### config.mk
export PLATFORM = sky130hd
export DESIGN_NAME = acc_alu
export DESIGN_NICKNAME = d
export VERILOG_FILES = /design/src/rtl/acc_alu.sv
export SDC_FILE = /design/constraint.sdc
export NUM_CORES = 1
export LEC_CHECK = 0
export ABC_AREA = 0
export BUFFER_PORTS_ARGS = -buffer_cell sky130_fd_sc_hd__buf_2
export CORE_MARGIN = 2
export CORE_UTILIZATION = 35
export DETAILED_ROUTE_END_ITERATION = 6
export PLACE_DENSITY_LB_ADDON = 0.05
export SYNTH_ARGS = -nofsm -noshare
export SYNTH_HDL_FRONTEND = slang
export SYNTH_SLANG_ARGS = --single-unit
### constraint.sdc
create_clock -name clk -period 1.35 [get_ports clk]
set_clock_uncertainty 0.05 [all_clocks]
set_input_delay 0.2025 -clock clk [delete_from_list [all_inputs] [get_ports clk]]
set_output_delay 0.2025 -clock clk [all_outputs]
set_load 0.01 [all_outputs]
### src/rtl/acc_alu.sv
module acc_alu #(
  parameter int DW = 8,
  parameter int PW = 16
) (
  input  logic          clk,
  input  logic          rst_n,
  input  logic          in_valid,
  input  logic [3:0]    op,
  input  logic [DW-1:0] acc,
  input  logic [DW-1:0] opnd,
  input  logic [DW-1:0] breg,
  input  logic          cy_in,
  input  logic          ac_in,
  input  logic          ov_in,
  input  logic [PW-1:0] ptr,
  output logic          out_valid,
  output logic [DW-1:0] res_lo,
  output logic [DW-1:0] res_hi,
  output logic [PW-1:0] ptr_out,
  output logic          cy_out,
  output logic          ac_out,
  output logic          ov_out
);
  localparam logic [3:0] OP_ADD  = 4'd0;
  localparam logic [3:0] OP_ADDC = 4'd1;
  localparam logic [3:0] OP_SUBB = 4'd2;
  localparam logic [3:0] OP_INC  = 4'd3;
  localparam logic [3:0] OP_DEC  = 4'd4;
  localparam logic [3:0] OP_MUL  = 4'd5;
  localparam logic [3:0] OP_DIV  = 4'd6;
  localparam logic [3:0] OP_DA   = 4'd7;
  localparam logic [3:0] OP_AND  = 4'd8;
  localparam logic [3:0] OP_OR   = 4'd9;
  localparam logic [3:0] OP_PINC = 4'd10;
  localparam logic [3:0] OP_PDEC = 4'd11;
  localparam int NB = 4;
  localparam int MSB = DW - 1;

  // add paths
  logic          add_cin;
  logic [DW:0]   sum_w;
  logic          add_ac, add_ov;
  assign add_cin = (op == OP_ADDC) & cy_in;
  assign sum_w   = {1'b0, acc} + {1'b0, opnd} + {{DW{1'b0}}, add_cin};
  assign add_ac  = ({1'b0, acc[NB-1:0]} + {1'b0, opnd[NB-1:0]} + {{NB{1'b0}}, add_cin}) > {1'b0, {NB{1'b1}}};
  assign add_ov  = (acc[MSB] == opnd[MSB]) && (sum_w[MSB] != acc[MSB]);

  // subtract with borrow
  logic [DW:0]   dif_w;
  logic          sub_ac, sub_ov;
  assign dif_w  = {1'b0, acc} - {1'b0, opnd} - {{DW{1'b0}}, cy_in};
  assign sub_ac = {1'b0, acc[NB-1:0]} < ({1'b0, opnd[NB-1:0]} + {{NB{1'b0}}, cy_in});
  assign sub_ov = (acc[MSB] != opnd[MSB]) && (dif_w[MSB] != acc[MSB]);

  // multiply
  logic [2*DW-1:0] prod;
  assign prod = {{DW{1'b0}}, acc} * {{DW{1'b0}}, breg};

  // restoring divider, one stage per quotient bit
  logic [DW-1:0] part [0:DW];
  logic [DW-1:0] quo;
  assign part[0] = '0;
  for (genvar k = 0; k < DW; k++) begin : g_div
    logic [DW:0] sh;
    assign sh          = {part[k], acc[DW-1-k]};
    assign quo[DW-1-k] = sh >= {1'b0, breg};
    assign part[k+1]   = DW'(quo[DW-1-k] ? sh - {1'b0, breg} : sh);
  end

  // decimal adjust
  logic          lo_fix, hi_fix;
  logic [DW:0]   da1, da2;
  assign lo_fix = (acc[NB-1:0] > NB'(9)) | ac_in;
  assign da1    = {1'b0, acc} + (lo_fix ? (DW+1)'(6) : '0);
  assign hi_fix = (da1[DW-1:NB] > (DW-NB)'(9)) | cy_in | da1[DW];
  assign da2    = da1 + (hi_fix ? (DW+1)'(6 << NB) : '0);

  logic [DW-1:0] n_lo, n_hi;
  logic [PW-1:0] n_ptr;
  logic          n_cy, n_ac, n_ov;

  always_comb begin
    n_lo  = acc;
    n_hi  = breg;
    n_ptr = ptr;
    n_cy  = cy_in;
    n_ac  = ac_in;
    n_ov  = ov_in;
    case (op)
      OP_ADD, OP_ADDC: begin
        n_lo = sum_w[DW-1:0]; n_cy = sum_w[DW]; n_ac = add_ac; n_ov = add_ov;
      end
      OP_SUBB: begin
        n_lo = dif_w[DW-1:0]; n_cy = dif_w[DW]; n_ac = sub_ac; n_ov = sub_ov;
      end
      OP_INC:  n_lo = opnd + DW'(1);
      OP_DEC:  n_lo = opnd - DW'(1);
      OP_MUL: begin
        n_lo = prod[DW-1:0]; n_hi = prod[2*DW-1:DW];
        n_cy = 1'b0; n_ov = |prod[2*DW-1:DW];
      end
      OP_DIV: begin
        n_lo = quo; n_hi = part[DW];
        n_cy = 1'b0; n_ov = ~|breg;
      end
      OP_DA: begin
        n_lo = da2[DW-1:0]; n_cy = cy_in | da1[DW] | da2[DW];
      end
      OP_AND:  n_lo = acc & opnd;
      OP_OR:   n_lo = acc | opnd;
      OP_PINC: n_ptr = ptr + PW'(1);
      OP_PDEC: n_ptr = ptr - PW'(1);
      default: ;
    endcase
  end

  always_ff @(posedge clk or negedge rst_n) begin
    if (!rst_n) begin
      out_valid <= 1'b0;
      res_lo    <= '0;
      res_hi    <= '0;
      ptr_out   <= '0;
      cy_out    <= 1'b0;
      ac_out    <= 1'b0;
      ov_out    <= 1'b0;
    end else begin
      out_valid <= in_valid;
      if (in_valid) begin
        res_lo  <= n_lo;
        res_hi  <= n_hi;
        ptr_out <= n_ptr;
        cy_out  <= n_cy;
        ac_out  <= n_ac;
        ov_out  <= n_ov;
      end
    end
  end
endmodule

==> results of run 1 <==
[through the flow]
stage / setup slack, ns / instance area [sq um] / hold WS [ns] / std cells / power, mW
floorplan: -12.99 / 9960 / -0.143 / 1203 / 9.06
global placement: -12.73 / 13500 / 0.137 / 1983 / 15.3
detailed placement: -13.17 / 13500 / 0.133 / 1983 / 15.4
CTS: -12.18 / 14800 / 0.143 / 2050 / 18.9
global route: -13.23 / 15400 / 0.163 / 2077 / 21.8
finish: -12.47 / 15400 / 0.145 / 2077 / 20.1
[synthesized netlist by cell type, drive strengths merged (4+ instances only)]
cell type  count
o31a           8
buf            6
nand2         96
nor2         115
a221oi        10
dfrtp         36
ha           163
o21a          13
o41ai          4
nor2b         26
mux2          17
a21o          20
or3           10
nand3b         5
nand4         13
a21boi         6
o221ai        10
nor4           4
or4            7
and3           4
a31oi         13
nand3         20
mux2i         12
nand2b        19
o211ai        14
o21bai        13
o311ai         6
fa            51
nor3          26
xor2          27
and2           4
a22oi          5
o21ai         71
a21oi         85
xnor2         53
clkbuf        27
inv          139
[routing by layer]
metal | up-vias | track usage, % | part of all wire (%)
met4 | 0 | 8.21 | 3.5
met1 | 5177 | 33.2 | 45
met2 | 213 | 45.5 | 49
met5 | - | 0 | 0
met3 | 78 | 2.66 | 3.0
li1 | 5314 | - | -
[registers in the layout (all words and copies together), names as in the netlist]
name,flops
ac_out,1
out_valid,1
res_hi,8
res_lo,8
ptr_out,16
cy_out,1
ov_out,1
[cells in the final DEF, fill, tap and decap left out, types with 6 or more instances in the layout]
cell type,instances
o211ai_1,13
o21ai_0,31
buf_6,20
nor2_4,9
nand2b_1,17
ha_4,20
o21ai_2,21
fa_1,46
ha_1,141
o21a_1,13
xor2_1,26
a31oi_1,10
o21ai_1,17
nor2_1,99
or3_1,8
nor2_2,7
a21oi_1,55
nand2_1,89
nor2b_1,14
nor2b_4,11
a21o_1,20
or4_1,7
mux2_4,9
dfrtp_1,36
o31a_1,8
inv_2,12
buf_2,79
nor3_2,6
xnor2_1,48
nand4_1,13
a21oi_2,26
a221oi_1,7
mux2_2,8
buf_12,11
o21bai_1,11
nand3_1,16
inv_1,125
nor3_1,18
buf_4,441
[logic make-up (layout without fill, tap and decap cells)]
group | Yosys count | in the layout | synth area share [%]
adders and majority gates | 214 | 214 | 32.4
AOI/OAI and AO/OA | 309 | 309 | 21.7
buffers and inverters | 175 | 707 | 7.25
muxes | 29 | 29 | 3.37
xor gates and xnor gates | 80 | 80 | 7.41
other | 0 | 1 | 0
DFF | 36 | 36 | 9.53
and+or+nand+nor | 360 | 360 | 18.3
[power by group]
part / switching, mW / internal [mW]
logic: 8.12 / 9.43
clock network: 0.445 / 0.728
registers: 0.115 / 1.25
total: 8.68 / 11.4
[worst register-to-register path: stages (launching register included)]
cell and delay (ns):
dfrtp_1 0.40, nor2_1 0.27, nor3_1 0.08, a211o_1 0.29
[worst min path at each step]
stage | from | to | slack, ns | cells past startpoint
after floorplan | rst_n | ac_out$_DFFE_PN0P_ | -0.14 | 0
after global placement | rst_n | res_hi[4]$_DFFE_PN0P_ | 0.14 | 2
after detailed placement | rst_n | out_valid$_DFF_PN0_ | 0.13 | 2
after CTS | ptr[9] | ptr_out[9]$_DFFE_PN0P_ | 0.14 | 3
after global routing | ptr[10] | ptr_out[10]$_DFFE_PN0P_ | 0.16 | 3
final | ptr[9] | ptr_out[9]$_DFFE_PN0P_ | 0.14 | 3
[cell type report]
cell class / instances / area [sq um] / area share [%]
Inverter: 142 / 557 / 3.63
Sequential cell: 36 / 901 / 5.87
Clock inverter: 2 / 10.0 / 0.0652
Timing Repair Buffer: 557 / 4240 / 27.6
Clock buffer: 6 / 139 / 0.905
Multi-Input combinational cell: 992 / 9080 / 59.1
Tap cell: 341 / 427 / 2.78
Antenna cell: 1 / 2.50 / 0.0163
[timing repair]
item | CTS | global route
hold buffers | 1 | 0
buffers inserted | 62 | 36
resized for setup | 149 | 95
endpoints found under the setup margin | 34 | 34
pin swaps | 126 | 116
endpoints found under the hold margin | 36 | 0
gates cloned | 1 | 0
==> results.md, run 1 <==
* Reg-to-reg critical path startpoint: res_hi[0]$_DFFE_PN0P_
* Startpoint types: input pin
* Largest net degree at the start of global routing at 37
* Detail Route Antenna Nets at 0
* Setup ws final at -12.47 ns
* DR vias/cell at 5.19
* Leak at 7.63 nW
* Critical Path Stages at 76
* Floorplan core area at 26700 sq um
* Placer Congestion at 0.929
* Initial drt markers at 520
* Register area share after synthesis at 9.53%
* Pwr per Cell Area at 1310 nW/um^2
* CP endpoint: res_lo[0]$_DFFE_PN0P_
* Initial core utilization at 35.4%
* Ys async rst share at 100%
* Fillcell total at 2511
* RR Endpoint: res_hi[0]$_DFFE_PN0P_
* Yosys reg bits at 36
* Outcome: finished with violations
* Clk_lat worst skew at 0.28 ns
* Synth Flop Type: dfrtp_1
* Synth Instances at 1203
* H-tree level count at 2
* Top-area cell type share of the netlist area at 21.6%
* Syn nets at 1467
* Most frequent cell on the critical path: a21oi_2
* Crit path buf inv count at 9
* Worst setup path startpoint: acc[7]
* Longest Clk Path Bufs at 2
* Flop2flop setup slack at 0.15 ns
* YS warnings at 0
* Worst path slowest cell: or4b_4
* Clock sink count at 36
* Max Slew Vio Count at 0
* RSZ-0062 raised after global routing: yes
* Worst-margin pin slew at approximately 0.64 ns
* Initial antenna violation count at 1
* Endpoints failing setup at 34
* Final Hold Vio Count at 0
* Delay-heaviest family, CP: compound AO/OA/AOI/OAI gates
* Worst reg2reg path depth at 3
* First-pass iteration count of the detailed router at 5
* Req. time, crit path at around 1.5 ns
* # rows at 60
* WL per Instance at roughly 18 um
* Worst min path class: input pin to flop
* Crit path capture type: flop
* Gr ovfl total at 0
* Final period util at 1020%
* Clock Root Buffer: clkbuf_16
* Synth area leader: ha_1
* CP peak stage delay at roughly 0.5 ns
* Number of remaining DRC errors at 0
* Final min period at 13.82 ns
* Die width at 168 um
* Fmax at between 0.07 and 0.08 GHz
* Die Area at 28400 sq um
* CTS buffer count at 5
* Clock transition at path regs at 0.06 ns
* GRT Overall Usage at 25.8%
* Layout cells sized above 1 at a little under half
* Avg Cell Area, Syn at between 7 and 8 sq um
* Critical-path maximum fanout at 6
* Count of input and output buffers at 85
* Setup TNS at -168.54 ns
* Final core utilization at a little under three fifths
* Syn Std Cell Area at 9460 sq um
* Final nets at 1998
* Area Growth Syn to Fin at 62.3%
* Max-Cap Viols at 0
* Synth area leaders: ha_1, fa_1, dfrtp_1
* CTS tree: yes
* Vias post-DR at about 11000
* Failing checks: setup timing
* Chip height at 168 um
* Crit path DAT at ~14 ns
* Peak VDD IR at ~1.3 mV
* Kind of critical path: input pin to flop
* Post-synth EDFFs at 0
* Number of global-route vias before repair at 11146
* Slew Limit Headroom at 56.8%
* Library cells used by synthesis at 72
* I/O pin count at between 80 and 90
* WL final at 37.1 mm
* Detailed placement HPWL at 29.3 mm
* First-pass GRT wire length at 58.2 mm
(Power assumes the default switching activity.)
==> run 2: changes to the inputs <==
Clock period 1.35 ns to 14.35 ns, I/O delays scaled along.
==> run 2 against run 1 <==
  * Register-to-register slack better by 13 ns
  * Combinational power down 92%
  * Core utilization down 8.4 points
  * Wire length fell by 8.3%
  * Critical path type unchanged
  * Cell count fell by 10%
  * Via count down 9.3%
  * Largest power group unchanged
  * Clock-buffer cell count is 1 higher
  * The flow still finishes with violations (setup timing)
  * Power down 92%
  * Non-clock buffer count fell by 210
  * Die area stayed put
==> results.md, run 2 (synthesis results as in run 1) <==
* Number of global-route vias before repair at 9782 (-12%)
* WL per Instance at 18.2 um (+2.0%)
* Critical-path maximum fanout at 6 (unchanged)
* Outcome: finished with violations
* Worst path slowest cell: or4b_4
* Crit path capture type: flop
* Slew Limit Headroom at 41.4% (-15 points)
* DR vias/cell at 5.24 (+0.96%)
* Dpl cells at 1803 (-9.1%)
* Detail Route Antenna Nets at 0 (unchanged)
* Detailed placement HPWL at 27.4 mm (-6.5%)
* Pwr per Cell Area at 129 nW/um^2 (-90%)
* Clock sink count at 36 (unchanged)
* Initial antenna violation count at 0 (-1)
* Ant diodes at 0 (-1)
* Placer Congestion at 0.853 (-8.1%)
* Initial drt markers at 531 (+2.1%)
* Final Hold Slack at 0.454 ns (+0.309 ns)
* CTS tree: yes
* Placed Area at 12000 sq um (-11%)
* Clock Root Buffer: clkbuf_16
* Gr ovfl total at 0 (unchanged)
* Biggest register: ptr_out
* Failing checks: setup timing
* Die Area at 28400 sq um (unchanged)
* Delay-heaviest family, CP: compound AO/OA/AOI/OAI gates
* Req. time, crit path at 14.46 ns (+13.00 ns)
* Largest register FFs at 16 (unchanged)
* Initial core utilization at 35.4% (unchanged)
* RSZ-0062 raised after global routing: yes
* GRT Overall Usage at 24.0% (-1.9 points)
* Area Growth Syn to Fin at 38.6%
* Final core utilization at 49.0% (-8.4 points)
* Crit path buf inv count at 11 (+2)
* Die width at 168 um (unchanged)
* Chip height at 168 um (unchanged)
* # rows at 60 (unchanged)
* Final min period at roughly 15 ns
* Kind of critical path: input pin to flop
* Final Hold Vio Count at 0 (unchanged)
* Layout cells sized above 1 at 31.1% (-14 points)
* Peak VDD IR at 0.115 mV (-91%)
* Worst-margin pin slew at 0.879 ns (+0.235 ns)
* Worst min path class: flop to flop
* Fmax at 0.0651 GHz
* Final instance area at 13100 sq um (-15%)
* Commonest cells after routing, fill and taps aside: buf_4, ha_1, inv_1
* Final period util at 107%
* Largest net degree at the start of global routing at 73 (+97%)
* Floorplan core area at 26700 sq um (unchanged)
* Flop2flop setup slack at 13.15 ns (+13.00 ns)
* First-pass iteration count of the detailed router at 5 (unchanged)
* Clock transition at path regs at 0.05 ns (about the same)
* CTS buffer count at 5 (unchanged)
* Most common cell after layout, fill and taps aside: buf_4
* Fin cells at 1866 (-10%)
* H-tree level count at 2 (unchanged)
* Longest Clk Path Bufs at 2 (unchanged)
* First-pass GRT wire length at 53.8 mm (-7.5%)
* Post-CTS Hold Buffers at 0 (-1)
* Max Slew Vio Count at 0 (unchanged)
* CP peak stage delay at 0.49 ns (about the same)
* Final nets at 1788 (-11%)
* WL final at 34.1 mm (-8.3%)
* Count of input and output buffers at 85 (unchanged)
* Max-Cap Viols at 0 (unchanged)
* Vias post-DR at 9780 (-9.3%)
* Leak at 6.47 nW (-15%)
* Top flop regs: ptr_out x16, res_hi x8, res_lo x8
* I/O pin count at 86 (unchanged)
* Startpoint types: input pin
* Crit path DAT at 15.47 ns (+1.54 ns)
* Endpoints failing setup at 9 (-74%)
* Clk_lat worst skew at 0.27 ns (about the same)
* Setup ws final at -1.01 ns (+11.46 ns)
* Number of remaining DRC errors at 0 (unchanged)
run 2: cell types whose count changed in the layout (fill, tap and decap cells not counted), moves of 6 or more:
cell     change
inv_1        +9
a21oi_1     +17
a21oi_2     -16
nor2_1       +6
nor2b_4      -6
buf_6        -6
o21ai_1      -8
inv_2        -8
o21ai_2     -11
buf_12       -9
buf_4      -194
ha_1         +6
o21ai_0     +19
run 2: power breakdown:
part / total (mW) / switching, mW / internal (mW)
sequential: 0.127 / 0.00997 / 0.117
combinational: 1.43 / 0.687 / 0.740
clock: 0.133 / 0.0411 / 0.0914
total: 1.69 / 0.738 / 0.948
run 2: layer usage:
layer / track usage, % / vias to the layer above / wire length, um
met5: 0 / - / 0
met1: 33.6 / 4631 / 16000
li1: - / 4878 / -
met2: 40.6 / 230 / 16000
met4: 4.69 / 0 / 721
met3: 1.88 / 41 / 1300
run 2: cell type report:
type | count | area (sq um)
fill | 2687 | 13600
multi-input combinational | 992 | 8570
timing repair buffer | 347 | 2480
sequential | 36 | 901
inverter | 142 | 548
tap | 341 | 427
clock buffer | 7 | 153
clock inverter | 1 | 30.0
run 2: worst register-to-register path, cell delays in order (launching register included):
cell	delay (ns)
dfrtp_1	0.38
nor2_1	0.09
or4_1	0.51
o211ai_1	0.09
run 2: per-stage QoR:
stage,TNS [ns],power (mW),setup slack (ns)
2_1_floorplan,-16.57,0.843,-1.94
3_3_place_gp,-14.70,1.32,-1.65
3_5_place_dp,-18.34,1.32,-2.04
4_1_cts,-9.47,1.61,-1.11
5_1_grt,-14.47,1.83,-1.66
6_report,-8.43,1.69,-1.01
run 2: worst paths after layout:
kind                                   startpoint                endpoint  depth (start not counted)
max                                        acc[7]   res_hi[5]$_DFFE_PN0P_                         78
min                        ptr_out[1]$_DFFE_PN0P_  ptr_out[1]$_DFFE_PN0P_                          1
max reg2reg                 res_hi[2]$_DFFE_PN0P_   res_hi[2]$_DFFE_PN0P_                          3
min reg2reg                ptr_out[1]$_DFFE_PN0P_  ptr_out[1]$_DFFE_PN0P_                          1
max in group asynchronous                   rst_n      cy_out$_DFFE_PN0P_                          1
min in group asynchronous                   rst_n     out_valid$_DFF_PN0_                          1
run 2: timing repair:
item | 4_1_cts | 5_1_grt
buffers inserted | 43 | 12
endpoints found under the setup margin | 10 | 10
gates resized for setup | 63 | 45
pin swaps | 50 | 29
endpoints found under the hold margin | 0 | 0
==> run 3: changes to the inputs <==
Settings changed: RECOVER_POWER from default to 25.
==> run 3 against run 2 <==
  * The flow finishes with violations (capacitance limit, slew limit, setup timing)
  * Sequential power about the same
  * Maximum frequency unchanged
  * Worst hold slack unchanged
  * Setup slack unchanged
  * Register-to-register slack about the same
  * Sequential share of layout area about the same
  * Cell count unchanged
  * Power about the same
  * Critical endpoint unchanged
==> results.md, run 3 (synthesis results as in run 1) <==
* Most common cell after layout, fill and taps aside: buf_4
* CTS tree: yes
* Die Area at 28400 sq um (unchanged)
* Final Hold Slack at 0.454 ns (unchanged)
* WHS Endpoint: ptr_out[1]$_DFFE_PN0P_
* Req. time, crit path at 14.46 ns (about the same)
* Fmax at 0.0651 GHz (unchanged)
* Final period util at 107% (unchanged)
* Clock sink count at 36 (unchanged)
* Placed Area at 12000 sq um (unchanged)
* Number of global-route vias before repair at 9782 (unchanged)
* Startpoint types: input pin
* Initial antenna violation count at 0 (unchanged)
* Pwr per Cell Area at 129 nW/um^2 (about the same)
* Largest net degree at the start of global routing at 73 (unchanged)
* Leak at 6.47 nW (about the same)
* Crit path DAT at 15.47 ns (about the same)
* Layout cells sized above 1 at 31.0% (-0.066 points)
* Max Slew Vio Count at 37 (+37)
* Endpoints failing setup at 9 (unchanged)
* Final nets at 1788 (unchanged)
* Slew Limit Headroom at -40.9% (-82 points)
* Worst-margin pin slew at 2.11 ns (+1.23 ns)
* Chip height at 168 um (unchanged)
* # rows at 60 (unchanged)
* Flop2flop setup slack at 13.15 ns (about the same)
* Commonest cells after routing, fill and taps aside: buf_4, ha_1, inv_1
* Floorplan core area at 26700 sq um (unchanged)
* Setup ws final at -1.01 ns (unchanged)
* Detailed placement HPWL at 27.4 mm (unchanged)
* Final instance area at 13100 sq um (about the same)
* Failing checks: capacitance limit, slew limit, setup timing
* Detail Route Antenna Nets at 0 (unchanged)
* Placer Congestion at 0.853 (unchanged)
* Final Hold Vio Count at 0 (unchanged)
* Worst min path class: flop to flop
* CTS buffer count at 5 (unchanged)
* Longest Clk Path Bufs at 2 (unchanged)
* Clock transition at path regs at 0.05 ns (about the same)
* DR vias/cell at 5.24 (about the same)
* I/O pin count at 86 (unchanged)
* CP peak stage delay at 0.49 ns (about the same)
* Clock Root Buffer: clkbuf_16
* Reg-to-reg critical path startpoint: res_hi[2]$_DFFE_PN0P_
* Final min period at 15.36 ns (unchanged)
* Peak VDD IR at 0.115 mV (unchanged)
* WL final at 34.1 mm (unchanged)
* Outcome: finished with violations
* WL per Instance at 18.2 um (unchanged)
* Kind of critical path: input pin to flop
* Initial drt markers at 531 (unchanged)
* RSZ-0062 raised after global routing: yes
* Worst path slowest cell: or4b_4
* Max-Cap Viols at 1 (+1)
* Area Growth Syn to Fin at 38.6% (about the same)
* Clk_lat worst skew at 0.27 ns (about the same)
* RR Endpoint: res_hi[2]$_DFFE_PN0P_
* H-tree level count at 2 (unchanged)
* Ant diodes at 0 (unchanged)
* Top flop regs: ptr_out x16, res_hi x8, res_lo x8
* Hold Crit Start: ptr_out[1]$_DFFE_PN0P_
* Number of remaining DRC errors at 0 (unchanged)
* First-pass iteration count of the detailed router at 5 (unchanged)
* Largest register FFs at 16 (unchanged)
* Count of input and output buffers at 85 (unchanged)
* Initial core utilization at 35.4% (unchanged)
* Crit path capture type: flop
* GRT Overall Usage at 24.0% (unchanged)
* Vias post-DR at 9781 (+0.010%)
* Critical-path maximum fanout at 6 (unchanged)
* Pwr Total at 1.69 mW (about the same)
* Multi-input logic area at 8570 sq um (unchanged)
* Gr ovfl total at 0 (unchanged)
* Setup TNS at -8.43 ns (-0.0000100 ns)
* Cells on Worst Hold Path at 1 (unchanged)
* Worst reg2reg path depth at 3 (unchanged)
* First-pass GRT wire length at 53.8 mm (unchanged)
* Storage cell area at 901 sq um (unchanged)
* Die width at 168 um (unchanged)
* Post-CTS Hold Buffers at 0 (unchanged)
* Biggest register: ptr_out
* Fillcell total at 2687 (unchanged)
==> run 3: metrics by stage <==
stage,instances,utilization [%],setup WS [ns]
CTS,1854,47.9,-1.11
finish,1866,49.0,-1.01
detailed placement,1803,44.9,-2.04
floorplan,1203,-,-1.94
global route,1866,49.0,-1.66
global placement,1803,44.9,-1.65
==> run 3: where the power goes <==
part / switching [mW] / internal [mW]
clock network: 0.0411 / 0.0914
logic: 0.687 / 0.739
registers: 0.00997 / 0.117
total: 0.738 / 0.948
==> run 3: area by class of cell <==
type                    instances  share of cell area, %
clock buffers                   7                   1.16
clock inverters                 1                  0.229
inverters                     142                   4.18
multi-input cells             992                   65.4
flip-flops and latches         36                   6.87
well taps                     341                   3.26
repair buffers                347                   18.9
==> run 3: how the worst max path moves through the flow <==
stage / startpoint / to / slack (ns) / depth (start not counted)
6_report: acc[7] / res_hi[5]$_DFFE_PN0P_ / -1.01 / 78
5_1_grt: acc[7] / res_hi[5]$_DFFE_PN0P_ / -1.66 / 79
4_1_cts: acc[7] / res_lo[0]$_DFFE_PN0P_ / -1.11 / 79
3_5_place_dp: acc[7] / res_hi[0]$_DFFE_PN0P_ / -2.04 / 76
3_3_place_gp: acc[7] / res_hi[0]$_DFFE_PN0P_ / -1.65 / 71
2_1_floorplan: acc[7] / res_lo[0]$_DFFE_PN0P_ / -1.94 / 81
==> run 3: metal layers <==
layer / GRT usage [%] / vias up / share of wire, %
met4: 4.69 / 0 / 2.1
met5: 0 / - / 0
met2: 40.6 / 230 / 47
met3: 1.88 / 41 / 3.8
met1: 33.6 / 4631 / 47
li1: - / 4879 / -
==> run 3: critical path: cells and delay by family <==
kind	cells	cell delay (ns)
AO/OA/AOI/OAI	37	6.13
multiplexers	6	1.62
adder cells (fa/ha/maj)	8	1.93
buffers and inverters	11	1.14
AND/OR/NAND/NOR	16	2.49
==> run 3: what timing repair did <==
action | in CTS | in global routing
endpoints found under the setup margin | 10 | 10
gates cloned | 0 | 0
pin swaps | 50 | 29
setup buffers | 43 | 12
resized for setup | 63 | 45
